==> src/rtl/spi_xcvr.sv <==
module spi_xcvr #(
  parameter int DIV_HALF = 2
) (
  input  logic       clk,
  input  logic       rst_n,
  input  logic [1:0] addr,
  input  logic       wr_en,
  input  logic       rd_en,
  input  logic [7:0] wdata,
  output logic [7:0] rdata,
  output logic       irq,
  output logic       sck_o,
  input  logic       sck_i,
  input  logic       ss_n_i,
  output logic       mosi_o,
  input  logic       mosi_i,
  output logic       miso_o,
  output logic       miso_oe,
  input  logic       miso_i
);
  localparam int CW = (DIV_HALF > 1) ? $clog2(DIV_HALF) : 1;
  localparam logic [CW-1:0] DIV_LAST = CW'(DIV_HALF - 1);
  localparam logic [1:0] A_CTRL = 2'd0, A_STAT = 2'd1, A_DATA = 2'd2;

  logic          en, mst, ie;
  logic          busy, sck_q, samp;
  logic [7:0]    shreg, rbuf;
  logic [2:0]    bcnt;
  logic [CW-1:0] div;
  logic [2:0]    sck_s;
  logic [1:0]    ss_s;
  logic          rfull;
  logic          done, wcol, ovr;
  logic          arm_done, arm_wcol, arm_ovr;

  wire wr_ctl  = wr_en && addr == A_CTRL;
  wire wr_dat  = wr_en && addr == A_DATA;
  wire rd_sta  = rd_en && addr == A_STAT;
  wire rd_dat  = rd_en && addr == A_DATA;
  wire dat_acc = wr_dat || rd_dat;

  wire sel    = en && !mst && !ss_s[1];
  wire tick   = busy && div == DIV_LAST;
  wire m_rise = tick && !sck_q;
  wire m_fall = tick && sck_q;
  wire s_rise = sel && sck_s[1] && !sck_s[2];
  wire s_fall = sel && !sck_s[1] && sck_s[2];
  wire fall   = m_fall || s_fall;
  wire cmpl   = fall && bcnt == 3'd7;
  wire xfer   = mst ? busy : sel;
  wire coll   = wr_dat && xfer;
  wire [7:0] rx_char = {shreg[6:0], samp};

  always_ff @(posedge clk or negedge rst_n) begin
    if (!rst_n) begin
      sck_s <= 3'b000;
      ss_s  <= 2'b11;
    end else begin
      sck_s <= {sck_s[1:0], sck_i};
      ss_s  <= {ss_s[0], ss_n_i};
    end
  end

  always_ff @(posedge clk or negedge rst_n) begin
    if (!rst_n) begin
      en <= 1'b0; mst <= 1'b0; ie <= 1'b0;
    end else if (wr_ctl) begin
      {ie, mst, en} <= wdata[2:0];
    end
  end

  always_ff @(posedge clk or negedge rst_n) begin
    if (!rst_n) begin
      busy  <= 1'b0;
      sck_q <= 1'b0;
      div   <= '0;
      bcnt  <= 3'd0;
      samp  <= 1'b0;
      shreg <= 8'h00;
    end else begin
      if (busy) div <= tick ? '0 : div + CW'(1);
      if (wr_dat && !xfer) begin
        shreg <= wdata;
        if (en && mst) begin
          busy  <= 1'b1;
          div   <= '0;
          bcnt  <= 3'd0;
          sck_q <= 1'b0;
        end
      end
      if (m_rise) begin
        sck_q <= 1'b1;
        samp  <= miso_i;
      end
      if (s_rise) samp <= mosi_i;
      if (fall) begin
        shreg <= rx_char;
        bcnt  <= bcnt + 3'd1;
        if (m_fall) sck_q <= 1'b0;
        if (cmpl && mst) busy <= 1'b0;
      end
      if (!mst && !sel) bcnt <= 3'd0;
      if (wr_ctl && !(wdata[0] && wdata[1])) begin
        busy  <= 1'b0;
        sck_q <= 1'b0;
      end
    end
  end

  always_ff @(posedge clk or negedge rst_n) begin
    if (!rst_n) begin
      rbuf <= 8'h00; rfull <= 1'b0;
      done <= 1'b0; wcol <= 1'b0; ovr <= 1'b0;
      arm_done <= 1'b0; arm_wcol <= 1'b0; arm_ovr <= 1'b0;
    end else begin
      if (rd_dat) rfull <= 1'b0;
      if (rd_sta) begin
        arm_done <= arm_done | done;
        arm_wcol <= arm_wcol | wcol;
        arm_ovr  <= arm_ovr  | ovr;
      end
      if (dat_acc) begin
        if (arm_done) done <= 1'b0;
        if (arm_wcol) wcol <= 1'b0;
        if (arm_ovr)  ovr  <= 1'b0;
        arm_done <= 1'b0; arm_wcol <= 1'b0; arm_ovr <= 1'b0;
      end
      if (coll) wcol <= 1'b1;
      if (cmpl) begin
        done <= 1'b1;
        if (rfull && !rd_dat) ovr <= 1'b1;
        else begin
          rbuf  <= rx_char;
          rfull <= 1'b1;
        end
      end
    end
  end

  always_comb begin
    case (addr)
      A_CTRL:  rdata = {5'b0, ie, mst, en};
      A_STAT:  rdata = {5'b0, ovr, wcol, done};
      A_DATA:  rdata = rbuf;
      default: rdata = 8'h00;
    endcase
  end

  assign irq     = done && ie;
  assign sck_o   = sck_q;
  assign mosi_o  = mst && shreg[7];
  assign miso_o  = shreg[7];
  assign miso_oe = sel;
endmodule

==> config.mk <==
export PLATFORM = sky130hd
export DESIGN_NAME = spi_xcvr
export DESIGN_NICKNAME = d
export VERILOG_FILES = /design/src/rtl/spi_xcvr.sv
export SDC_FILE = /design/constraint.sdc
export NUM_CORES = 1
export LEC_CHECK = 0
export BUFFER_PORTS_ARGS = -buffer_cell sky130_fd_sc_hd__buf_4
export CAP_MARGIN = 20
export CELL_PAD_IN_SITES_DETAIL_PLACEMENT = 1
export CELL_PAD_IN_SITES_GLOBAL_PLACEMENT = 2
export CORE_UTILIZATION = 28
export DETAILED_ROUTE_END_ITERATION = 7
export GPL_ROUTABILITY_DRIVEN = 0
export HOLD_SLACK_MARGIN = 0.03
export MAX_ROUTING_LAYER = met4
export PLACE_DENSITY = 0.65
export SLEW_MARGIN = 20
export SYNTH_ARGS = -nofsm -noshare
export SYNTH_HDL_FRONTEND = slang
export SYNTH_SLANG_ARGS = --single-unit
export TNS_END_PERCENT = 10
==> constraint.sdc <==
create_clock -name clk -period 1.8 [get_ports clk]
set_clock_uncertainty 0.15 [all_clocks]
set_input_delay 0.18 -clock clk [delete_from_list [all_inputs] [get_ports clk]]
set_output_delay 0.18 -clock clk [all_outputs]
set_load 0.05 [all_outputs]
==> Word level (Yosys, flattened, before mapping) <==
Index checks and enable logic that the tools add are counted.
{ "classes": {"muxes": 44, "add_sub_neg": 2, "n_eq_ne": 3, "reduce_logical": 49, "n_bitwise": 4} }
{ "ops": {"columns": ["op", "n"], "rows": [
  ["1-bit two-way mux", 37],
  ["1-bit logical AND", 24],
  ["8-bit case mux with 3 select lines", 1],
  ["8-bit two-way mux", 2],
  ["2-bit nonzero test", 7],
  ["3-bit two-way mux", 4],
  ["1-bit logical NOT", 9],
  ["2-bit AND reduction", 4],
  ["3-bit nonzero test", 2],
  ["3-bit by 1-bit adder with 3-bit output (second input constant)", 1],
  ["3-bit equality test (second input constant)", 1],
  ["1-bit bitwise OR", 3],
  ["2-bit by 1-bit equality test with 1-bit output (second input constant)", 1],
  ["2-bit equality test (second input constant)", 1],
  ["2-bit logical NOT", 1],
  ["1-bit logical OR", 2],
  ["1-bit adder (second input constant)", 1],
  ["1-bit inverter", 1]
]} }
{ "totals": {"register_bits": 38, "input_bits": 18} }

==> Logic depth before layout (Yosys ltp) <==
Gate-level depths: netlist of the first run.
{ "logic_depth": {"depth_word": 11, "ltp_mapped": 6, "ltp_nobuf": 5} }

==> Least setup slack after synthesis of the first run <==
OpenSTA, ideal clock, no wires.
{ "synth_timing": {"kind": "reg2reg", "from": "reg mst", "to": "reg rbuf[0]", "stages_incl_launch_ff": 6, "slack_ns": -0.394, "period_less_slack_ns": 2.194, "required_ns": 1.525, "arrival_time_ns": 1.920, "path_cell_list": "dfrtp_1 buf_6 nor3b_4 a32o_2 nand3_4 mux2_2"} }
{ "synth_between": {"elab_chain_cells": 8} }
{ "synth_rtl": {"columns": ["element", "line", "source"], "rows": [
  ["start: declaration", "25", "logic en, mst, ie;"],
  ["start signal: assignment", "68", "{ie, mst, en} <= wdata[2:0];"],
  ["1-bit logical NOT", "42", "wire sel = en && !mst && !ss_s[1];"],
  ["1-bit logical AND (2 in a row)", "42", null],
  ["via miso_oe", "18", "output logic miso_oe,"],
  ["1-bit logical AND (2 in a row)", "47", "wire s_fall = sel && !sck_s[1] && sck_s[2];"],
  ["1-bit logical OR", "48", "wire fall = m_fall || s_fall;"],
  ["1-bit logical AND", "49", "wire cmpl = fall && bcnt == 3'd7;"],
  ["2-bit AND reduction (no line)", null, null],
  ["end signal: assignment", "133", "rbuf <= rx_char;"],
  ["end: declaration", "27", "logic [7:0] shreg, rbuf;"]
]} }
The timed path passes the listed nets, and every way through them passes these cells.
A chain may end at the register's enable or synchronous reset.

==> Worst setup path in the final report of the first run <==
{ "layout_timing": {"from": "reg busy", "to": "reg rbuf[3]"} }
{ "layout_between": {"elab_chain_cells": 5} }
{ "layout_rtl": {"columns": ["element", "line", "source"], "rows": [
  ["start: declaration", "26", "logic busy, sck_q, samp;"],
  ["start signal: assignment", "74", "busy <= 1'b0;"],
  ["start signal: assignment", "85", "busy <= 1'b1;"],
  ["start signal: assignment", "100", "if (cmpl && mst) busy <= 1'b0;"],
  ["1-bit logical AND", "43", "wire tick = busy && div == DIV_LAST;"],
  ["1-bit logical AND", "45", "wire m_fall = tick && sck_q;"],
  ["1-bit logical OR", "48", null],
  ["1-bit logical AND", "49", null],
  ["2-bit AND reduction (no line)", null, null]
]} }
Every way passes these cells.

==> impl_results.md, run 1 <==
- Layout Utilization: 38.64%
- DIE WIDTH: 81.58 um
- Tot Pwr: 2.514 mW
- Slew Limit Fails: 0
- Die height: 81.58 um
- DPL Wire Length: 3288 um
- Syn. warnings: 0
- Starting DRT DRC Count: 57
- RSZ-0062 raised after global routing: no
- Largest net degree at the start of global routing: 39
- Area after DPL: 0.002150 mm2
- Synth area leaders: dfrtp_1 (51%), mux2_2 (7.0%), mux2i_1 (6.2%)
- Total Wirelength: 4392 um
- Port Buf Inserts: 30
- Total GRT Usage: 15.79%
- Sw Pwr: 0.8523 mW
- FF-to-FF path depth: 4
- Leak: 1.097 nW
- Fmax: 586.6 MHz
- Tightest Pin Transition: 0.4917 ns
- Core region area: 0.006026 mm2
- ANT cells: 0
- DRC Markers: 0
- Int Power: 1.662 mW
- Tcrit/Tclk final: 94.70%
- TritonCTS clock tree: yes
- WHS Path Cells: 2
- Hold EP: arm_ovr
- H-tree depth: 2
- Seq pwr share: 47.6%
- Fin crit period: 1.705 ns
- Initial antenna violation count: 0
- Startpoint type of the worst setup path: flop
- Worst r2r src: busy
- Fraction of layout instances using a drive strength above 1: 33.00%
- Worst Path Required: 1.82 ns
- Synth Area per Inst: 11.59 um2
- First-pass GRT wire length: 7452 um
- Mapped Cells: 153
- CTS clk-pin slew, worst paths: 0.08 ns
- Commonest non-fill, non-tap cell in the layout: buf_4
- Routed len/inst: 15.80 um
- Setup tns final: 0 ns
- Data arrival, critical path: 1.72 ns
- Reg2reg setup slack: 0.1 ns
- CTS max path bufs: 2
- Vias per cell: 4.871
- Worst setup EP type: flop
- Core Rows: 28
- Status: finished clean
- CP Class: reg -> reg
- Die ar.: 0.006654 mm2
- Clock share of power: 24.0%
- Synth area leader: dfrtp_1
- Post-Syn Nets: 174
- Latest clock arrival within the worst-skew pair: 0.29 ns
- Post-synthesis instance area: 0.001773 mm2
- Number of global-route vias before repair: 1447
- Switching Share: 33.90%
- IO Pins: 31
- Top-area cell type share of the netlist area: 50.81%
- Pwr per Cell Area: 1080 mW/mm2
- Combinational Power Share: 28.4%
- DR pass1 iterations: 6
- Unique masters post-synth: 33
- Post-synth top flop: dfrtp_1
- RR Endpoint: rbuf[3]
- DR vias: 1354
- Seq/Total Area, Yosys: 53.78%
- Final Hold Fails: 0
- Nets: 223
- Fin area: 0.002328 mm2
- Num CTS Buffers: 5
- FF+latch count, synth: 38
- CP Max Fanout: 8
- # fillers: 684
- Clock sinks: 38
- VDD IR max: 0.0005575 V
- Hold_sp: addr[0]
- Worst slew margin: 67.22%
- EDFF count, synth: 0
- Initial Util: 29.42%
- Setup fix buffers added after clock tree synthesis: 0
- CTS root buf: clkbuf_8
- Hold Path Class: in -> reg
- Post-DRT Antenna Nets: 0
- Synth async-reset ratio: 100.0%
- Final Setup Violations: 0
- P&R area growth vs syn: 31.33%
- Most frequent cells in the layout: buf_4 (38), dfrtp_1 (36), a21oi_1 (14)
- Congestion Overflow GR: 0
- Max-Cap Viols: 0
-- routing by layer --
layer  wire length, um  track usage (%)  share of wire, %  up-vias
met5                 0                -                 0        -
met4                42            4.737              0.96        0
met3               154            3.333               3.5        5
met2              2104            24.33                48       27
met1              2091            20.85                48      683
li1                  -                -                 -      639
-- worst max-delay path by stage --
stage,startpoint,end,cells past startpoint
2_1_floorplan,mst,rbuf[0],5
3_3_place_gp,ss_s[1],shreg[4],6
3_5_place_dp,ss_s[1],shreg[1],6
4_1_cts,ss_s[1],shreg[1],6
5_1_grt,mst,rbuf[3],4
6_report,busy,rbuf[3],4
-- layout make-up --
type                    instances  area (um2)  share of cell area, %
clock buffers                   7       86.33                  3.708
clock inverters                 1       5.005                 0.2149
inverters                       5       18.77                 0.8060
multi-input cells             105       784.5                  33.69
flip-flops and latches         38       953.4                  40.95
well taps                      75       93.84                  4.030
repair buffers                 47       386.6                  16.60
-- power by group through the flow --
stage / Sequential [mW] / Combinational, mW / Clock, mW
5_1_grt: 1.23 / 0.780 / 0.661
3_5_place_dp: 1.22 / 0.700 / 0
2_1_floorplan: 1.23 / 0.392 / 0
4_1_cts: 1.20 / 0.720 / 0.625
6_report: 1.20 / 0.713 / 0.603
3_3_place_gp: 1.21 / 0.664 / 0
-- through the flow --
step | cells | worst slack [ns] | hold slack [ns]
2_1_floorplan | 153 | -0.3735 | -0.2656
3_3_place_gp | 263 | 0.1106 | 0.02748
3_5_place_dp | 263 | 0.05247 | 0.03744
4_1_cts | 278 | 0.02874 | 0.04329
5_1_grt | 278 | 0.01292 | 0.06116
6_report | 278 | 0.09540 | 0.04524
-- sequential cells by signal, indices dropped and copies added (netlist names) --
| name | count |
|---|---|
| ss_s | 2 |
| bcnt | 3 |
| arm_wcol | 1 |
| busy | 1 |
| div | 1 |
| sck_s | 3 |
| wcol | 1 |
| samp | 1 |
| en | 1 |
| rfull | 1 |
| arm_ovr | 1 |
| shreg | 8 |
| done | 1 |
| sck_o | 1 |
| rbuf | 8 |
| mst | 1 |
| ie | 1 |
| ovr | 1 |
| arm_done | 1 |
-- synthesized netlist by cell type (2+ instances only) --
master and n:
a21o_1 4, a21oi_1 14, a221oi_1 2, a22o_1 3
and2_1 9, buf_2 3, dfrtp_1 36, dfstp_2 2
ha_1 3, inv_1 5, mux2_2 11, mux2i_1 11
nand2_1 11, nand2b_1 2, nand3_1 3, nand3b_1 2
nor2_1 10, nor2b_1 3, o21ai_0 4, o2bb2ai_1 2
-- critical path: stages, from the launching register on --
cell and delay (ns):
dfrtp_1 0.39, ha_1 0.25, a32o_2 0.29, nand3_4 0.16
mux2_2 0.35
-- kinds of logic (layout without fill, tap and decap cells) --
kind of cell	Yosys count	after routing	share of synthesized area, %
AO/OA/AOI/OAI	36	36	14.26
adder cells (fa/ha/maj)	3	3	2.117
buffers and inverters	10	60	2.752
flip-flops	38	38	53.78
multiplexers	22	22	13.20
AND/OR/NAND/NOR	44	44	13.90
-- timing repair --
item | 4_1_cts | 5_1_grt
gates resized for setup | 0 | 4
hold endpoints to repair | 42 | 0
endpoints found under the setup margin | 0 | 12
hold buffers | 7 | 0
Power figures use the tool's default switching activity.
==> run 2, diff against run 1 <==
Settings changed: BUFFER_PORTS_ARGS -buffer_cell sky130_fd_sc_hd__buf_4 to not set, DONT_BUFFER_PORTS set to 1, PLACE_DENSITY 0.65 to 0.58.
==> run 2 against run 1 <==
Final cell count shrank 4.3%. Fmax shrank 0.54%. Non-clock buffer count shrank 12. Critical path depth is 2 higher. Critical path type unchanged. Utilization is 1.5 points lower. Highest routed layer unchanged. Combinational power down 2.9%. Global-route usage decreased by 0.65 points. Total power is 1.4% lower. Register-to-register slack is essentially flat. Final area is 3.9% lower.
==> impl_results.md, run 2 (synthesis results as in run 1) <==
- Slew Limit Fails: 0
- Int Power: 1.652 mW
- Fmax: 583.4 MHz
- Die height: 81.58 um
- Tcrit/Tclk final: 95.22%
- Reg2reg setup slack: 0.09 ns
- Final Setup Violations: 0
- Largest regs: rbuf (8), shreg (8)
- Core Rows: 28
- Startpoint type of the worst setup path: flop
- Fraction of layout instances using a drive strength above 1: 24.08%
- Setup tns final: 0 ns
- RR Endpoint: shreg[3]
- Fin crit period: 1.714 ns
- Total Wirelength: 4262 um
- Commonest non-fill, non-tap cell in the layout: dfrtp_1
- Final Non-Filler Cells: 266
- Port Buf Inserts: 0
- ANT cells: 0
- Nets: 211
- P&R area growth vs syn: 26.25%
- CTS clk-pin slew, worst paths: 0.08 ns
- TritonCTS clock tree: yes
- Worst r2r src: ss_s[1]
- Buffers plus inverters on the worst setup path: 2
- Max incr delay on CP: 0.56 ns
- Final Hold Fails: 0
- Sw Pwr: 0.8269 mW
- Worst Path Required: 1.83 ns
- Hold Slack: 0.05538 ns
- First-pass GRT wire length: 7024 um
- DR vias: 1297
- Clock sinks: 38
- Switching Share: 33.35%
- Vias per cell: 4.876
- Clock share of power: 24.5%
- Critical Path, Cell by Cell: nor3b_4 -> buf_4 -> a211oi_4 -> buf_4 -> mux2i_1 -> a21oi_1
- Hold_sp: wr_en
- Dpl cells: 241
- Tot Pwr: 2.479 mW
- Hold Path Class: in -> reg
- DR pass1 iterations: 4
- DRC Markers: 0
- WHS Path Cells: 2
- Worst setup EP type: flop
- Most frequent cells in the layout: dfrtp_1 (36), buf_4 (20), a21oi_1 (14), dlygate4sd3_1 (14)
- Total GRT Usage: 15.15%
- Routed len/inst: 16.02 um
- Die ar.: 0.006654 mm2
- Congestion Overflow GR: 0
- DPL Wire Length: 3142 um
- FF-to-FF path depth: 6
- Leak: 1.028 nW
- Crit path max-delay family: flip-flops
- Post-DRT Antenna Nets: 0
- Num CTS Buffers: 5
- Tightest Pin Transition: 0.4978 ns
- Max-Cap Viols: 0
- CP Class: reg -> reg
- Core region area: 0.006026 mm2
- IO Pins: 31
- Pwr per Cell Area: 1108 mW/mm2
- Combinational Power Share: 27.9%
- Hold EP: wcol
- Status: finished clean
- Data arrival, critical path: 1.75 ns
- Crit path top cell by count: buf_4
- H-tree depth: 2
- CP Max Fanout: 4
- Largest net degree at the start of global routing: 39
- Initial antenna violation count: 0
- Latest clock arrival within the worst-skew pair: 0.29 ns
- DIE WIDTH: 81.58 um
- Seq pwr share: 47.6%
- Starting DRT DRC Count: 47
- Initial Util: 29.42%
- Worst slew margin: 67.04%
- RSZ-0062 raised after global routing: yes
- CTS root buf: clkbuf_8
- Number of global-route vias before repair: 1369
- CTS max path bufs: 2
- VDD IR max: 0.0005140 V
- Critical-path top delay cell: dfstp_2
run 2: changes by cell type in the layout (fill, tap and decap cells not counted):
| cell | previous run | this run |
|---|---|---|
| a32oi_1 | 0 | 1 |
| a32oi_2 | 1 | 0 |
| a221oi_1 | 1 | 2 |
| o21ai_1 | 1 | 3 |
| buf_4 | 38 | 20 |
| buf_6 | 1 | 0 |
| dlygate4sd3_1 | 7 | 14 |
| o21ai_0 | 3 | 1 |
| a221oi_2 | 1 | 0 |
run 2: layout make-up:
| cell class | count | area, um2 |
|---|---|---|
| tap | 75 | 93.84 |
| sequential | 38 | 953.4 |
| timing repair buffer | 35 | 310.3 |
| multi-input combinational | 105 | 770.7 |
| fill | 688 | 3787 |
| inverter | 5 | 18.77 |
| clock inverter | 1 | 5.005 |
| clock buffer | 7 | 86.33 |
run 2: per-layer routing:
metal  wire length, um  GRT usage (%)  vias to the layer above  part of all wire (%)
met5                 0              -                        -                     0
met4                88          6.842                        0                   2.1
met3               180          3.667                        7                   4.2
met2              1906          22.67                       26                    45
met1              2087          19.33                      652                    49
li1                  -              -                      612                     -
run 2: how the worst max path moves through the flow:
stage	from	to	slack [ns]	cells past startpoint
after detailed placement	mst	rbuf[7]	0.03	4
after CTS	mst	rbuf[5]	0.01	4
after global placement	mst	rbuf[2]	0.11	4
after global routing	ss_s[1]	shreg[3]	-0.006	6
after floorplan	mst	rbuf[0]	-0.37	5
final	ss_s[1]	shreg[3]	0.09	6
run 2: through the flow:
step | util, % | setup WS (ns) | area [um2]
global route | 37.15 | -0.006102 | 2238
global placement | 32.72 | 0.1146 | 1972
floorplan | - | -0.3735 | 1773
CTS | 36.90 | 0.01164 | 2223
detailed placement | 32.72 | 0.02779 | 1972
finish | 37.15 | 0.08605 | 2238
run 2: power groups by stage:
stage	sequential [mW]	clock [mW]	combinational, mW
after floorplan	1.23	0	0.392
after global routing	1.21	0.667	0.763
after global placement	1.19	0	0.625
final	1.18	0.607	0.692
after CTS	1.18	0.634	0.694
after detailed placement	1.20	0	0.640
run 2: repair_timing:
action                                  in CTS  in global routing
endpoints found under the hold margin       58                  0
hold buffers                                15                  0
gates resized for setup                      0                  0
endpoints found under the setup margin       0                  8
buffers inserted                             0                  2
==> run 3, diff against run 2 <==
Settings changed: PLACE_DENSITY 0.58 to 0.68.
==> run 3 against run 2 <==
First-iteration DRC count rose by 4.3%. Setup slack worse by 0.0075 ns. Utilization grew 0.19 points. Critical path type unchanged. Largest power group unchanged.
==> impl_results.md, run 3 (synthesis results as in run 1) <==
- WHS Path Cells: 2
- Die ar.: 0.006654 mm2
- Die height: 81.58 um
- DR pass1 iterations: 4
- Tcrit/Tclk final: 95.63%
- Setup tns final: 0 ns
- Final Non-Filler Cells: 265
- Port Buf Inserts: 0
- Commonest non-fill, non-tap cell in the layout: dfrtp_1
- Most frequent cells in the layout: dfrtp_1 (36), buf_4 (18), a21oi_1 (14), dlygate4sd3_1 (14)
- FF-to-FF path depth: 4
- Slew Limit Fails: 0
- Hold Slack: 0.05311 ns
- Max incr delay on CP: 0.41 ns
- IO Pins: 31
- Combinational Power Share: 26.9%
- Num CTS Buffers: 5
- Core Rows: 28
- Total GRT Usage: 15.82%
- DIE WIDTH: 81.58 um
- Pwr per Cell Area: 1155 mW/mm2
- Clock sinks: 38
- Routed len/inst: 16.62 um
- Post-DRT Antenna Nets: 0
- CTS clk-pin slew, worst paths: 0.07 ns
- Largest net degree at the start of global routing: 39
- Core region area: 0.006026 mm2
- RSZ-0062 raised after global routing: yes
- VDD IR max: 0.0005123 V
- Latest clock arrival within the worst-skew pair: 0.30 ns
- Max-Cap Viols: 0
- Largest regs: rbuf (8), shreg (8)
- TritonCTS clock tree: yes
- Number of global-route vias before repair: 1451
- CTS max path bufs: 2
- Switching Share: 32.33%
- Vias per cell: 4.917
- Initial antenna violation count: 0
- Sw Pwr: 0.8400 mW
- Total Wirelength: 4403 um
- Final Setup Violations: 0
- Int Power: 1.758 mW
- # fillers: 685
- First-pass GRT wire length: 7424 um
- Initial Util: 29.42%
- H-tree depth: 2
- DPL Wire Length: 3264 um
- CP Max Fanout: 8
- Nets: 210
- DR vias: 1303
- Worst setup EP type: flop
- Hold Path Class: in -> reg
- Fmax: 580.9 MHz
- Tightest Pin Transition: 0.5051 ns
- CTS root buf: clkbuf_8
- Leak: 1.029 nW
- ANT cells: 0
- Dpl cells: 241
- Status: finished clean
- DRC Markers: 0
- CP Class: reg -> reg
- Clock share of power: 27.2%
- Startpoint type of the worst setup path: flop
- Worst Path Required: 1.82 ns
- Starting DRT DRC Count: 49
- Fraction of layout instances using a drive strength above 1: 23.16%
- Worst slew margin: 66.56%
- Data arrival, critical path: 1.74 ns
- Critical-path top delay cell: dfrtp_1
- Final Hold Fails: 0
- Seq pwr share: 45.9%
- Fin crit period: 1.721 ns
- Critical Path, Cell by Cell: nor3b_4 -> a32o_2 -> nand3_4 -> mux2_2
- P&R area growth vs syn: 26.89%
- Congestion Overflow GR: 0
==> run 3: per-stage QoR <==
stage / util [%] / power [mW] / setup slack (ns) / instance area, um2
finish: 37.33 / 2.598 / 0.07859 / 2250
floorplan: - / 1.618 / -0.3735 / 1773
CTS: 37.15 / 2.618 / 0.03624 / 2238
detailed placement: 32.72 / 1.856 / 0.05165 / 1972
global route: 37.33 / 2.743 / -0.01076 / 2250
global placement: 32.72 / 1.820 / 0.1311 / 1972
==> run 3: worst max-delay path: cells and delay by family (launching register included) <==
family	cells	cell delay (ns)
multiplexers	1	0.30
AO/OA/AOI/OAI	1	0.28
flip-flops	1	0.41
AND/OR/NAND/NOR	2	0.46
==> run 3: power by group through the flow <==
stage | Combinational [mW] | Sequential, mW | Clock [mW]
2_1_floorplan | 0.392 | 1.23 | 0
3_3_place_gp | 0.623 | 1.20 | 0
3_5_place_dp | 0.646 | 1.21 | 0
4_1_cts | 0.699 | 1.19 | 0.727
5_1_grt | 0.767 | 1.22 | 0.759
6_report | 0.700 | 1.19 | 0.706
==> run 3: metal layers <==
metal	GRT usage, %	wire, um	vias to the layer above	share of wire, %
li1	-	-	611	-
met1	18.98	2068	657	47
met2	24.50	2058	27	47
met3	4.000	180	8	4.1
met4	8.246	96	0	2.2
met5	-	0	-	0
==> run 3: final cells by class <==
| type | count | area [um2] | share of cell area [%] |
|---|---|---|---|
| multi-input combinational | 105 | 770.7 | 34.26 |
| clock inverter | 1 | 30.03 | 1.335 |
| timing repair buffer | 34 | 306.5 | 13.63 |
| tap | 75 | 93.84 | 4.171 |
| sequential | 38 | 953.4 | 42.38 |
| clock buffer | 7 | 76.32 | 3.393 |
| inverter | 5 | 18.77 | 0.8343 |
==> run 3: final timing paths <==
path,start,endpoint,slack (ns)
worst max-delay path,mst,rbuf[0],0.08
worst min-delay path,wr_en,wcol,0.05
worst max register to register,mst,rbuf[0],0.08
worst min register to register,sck_s[0],sck_s[1],0.20
max in group asynchronous,rst_n,ss_s[1],1.04
min in group asynchronous,rst_n,rbuf[4],0.20
==> run 3: what timing repair did <==
item                                    in CTS  in global routing
buffers inserted                             0                  1
hold buffers                                15                  0
endpoints found under the setup margin       0                  9
resized for setup                            0                  1
endpoints found under the hold margin       58                  0
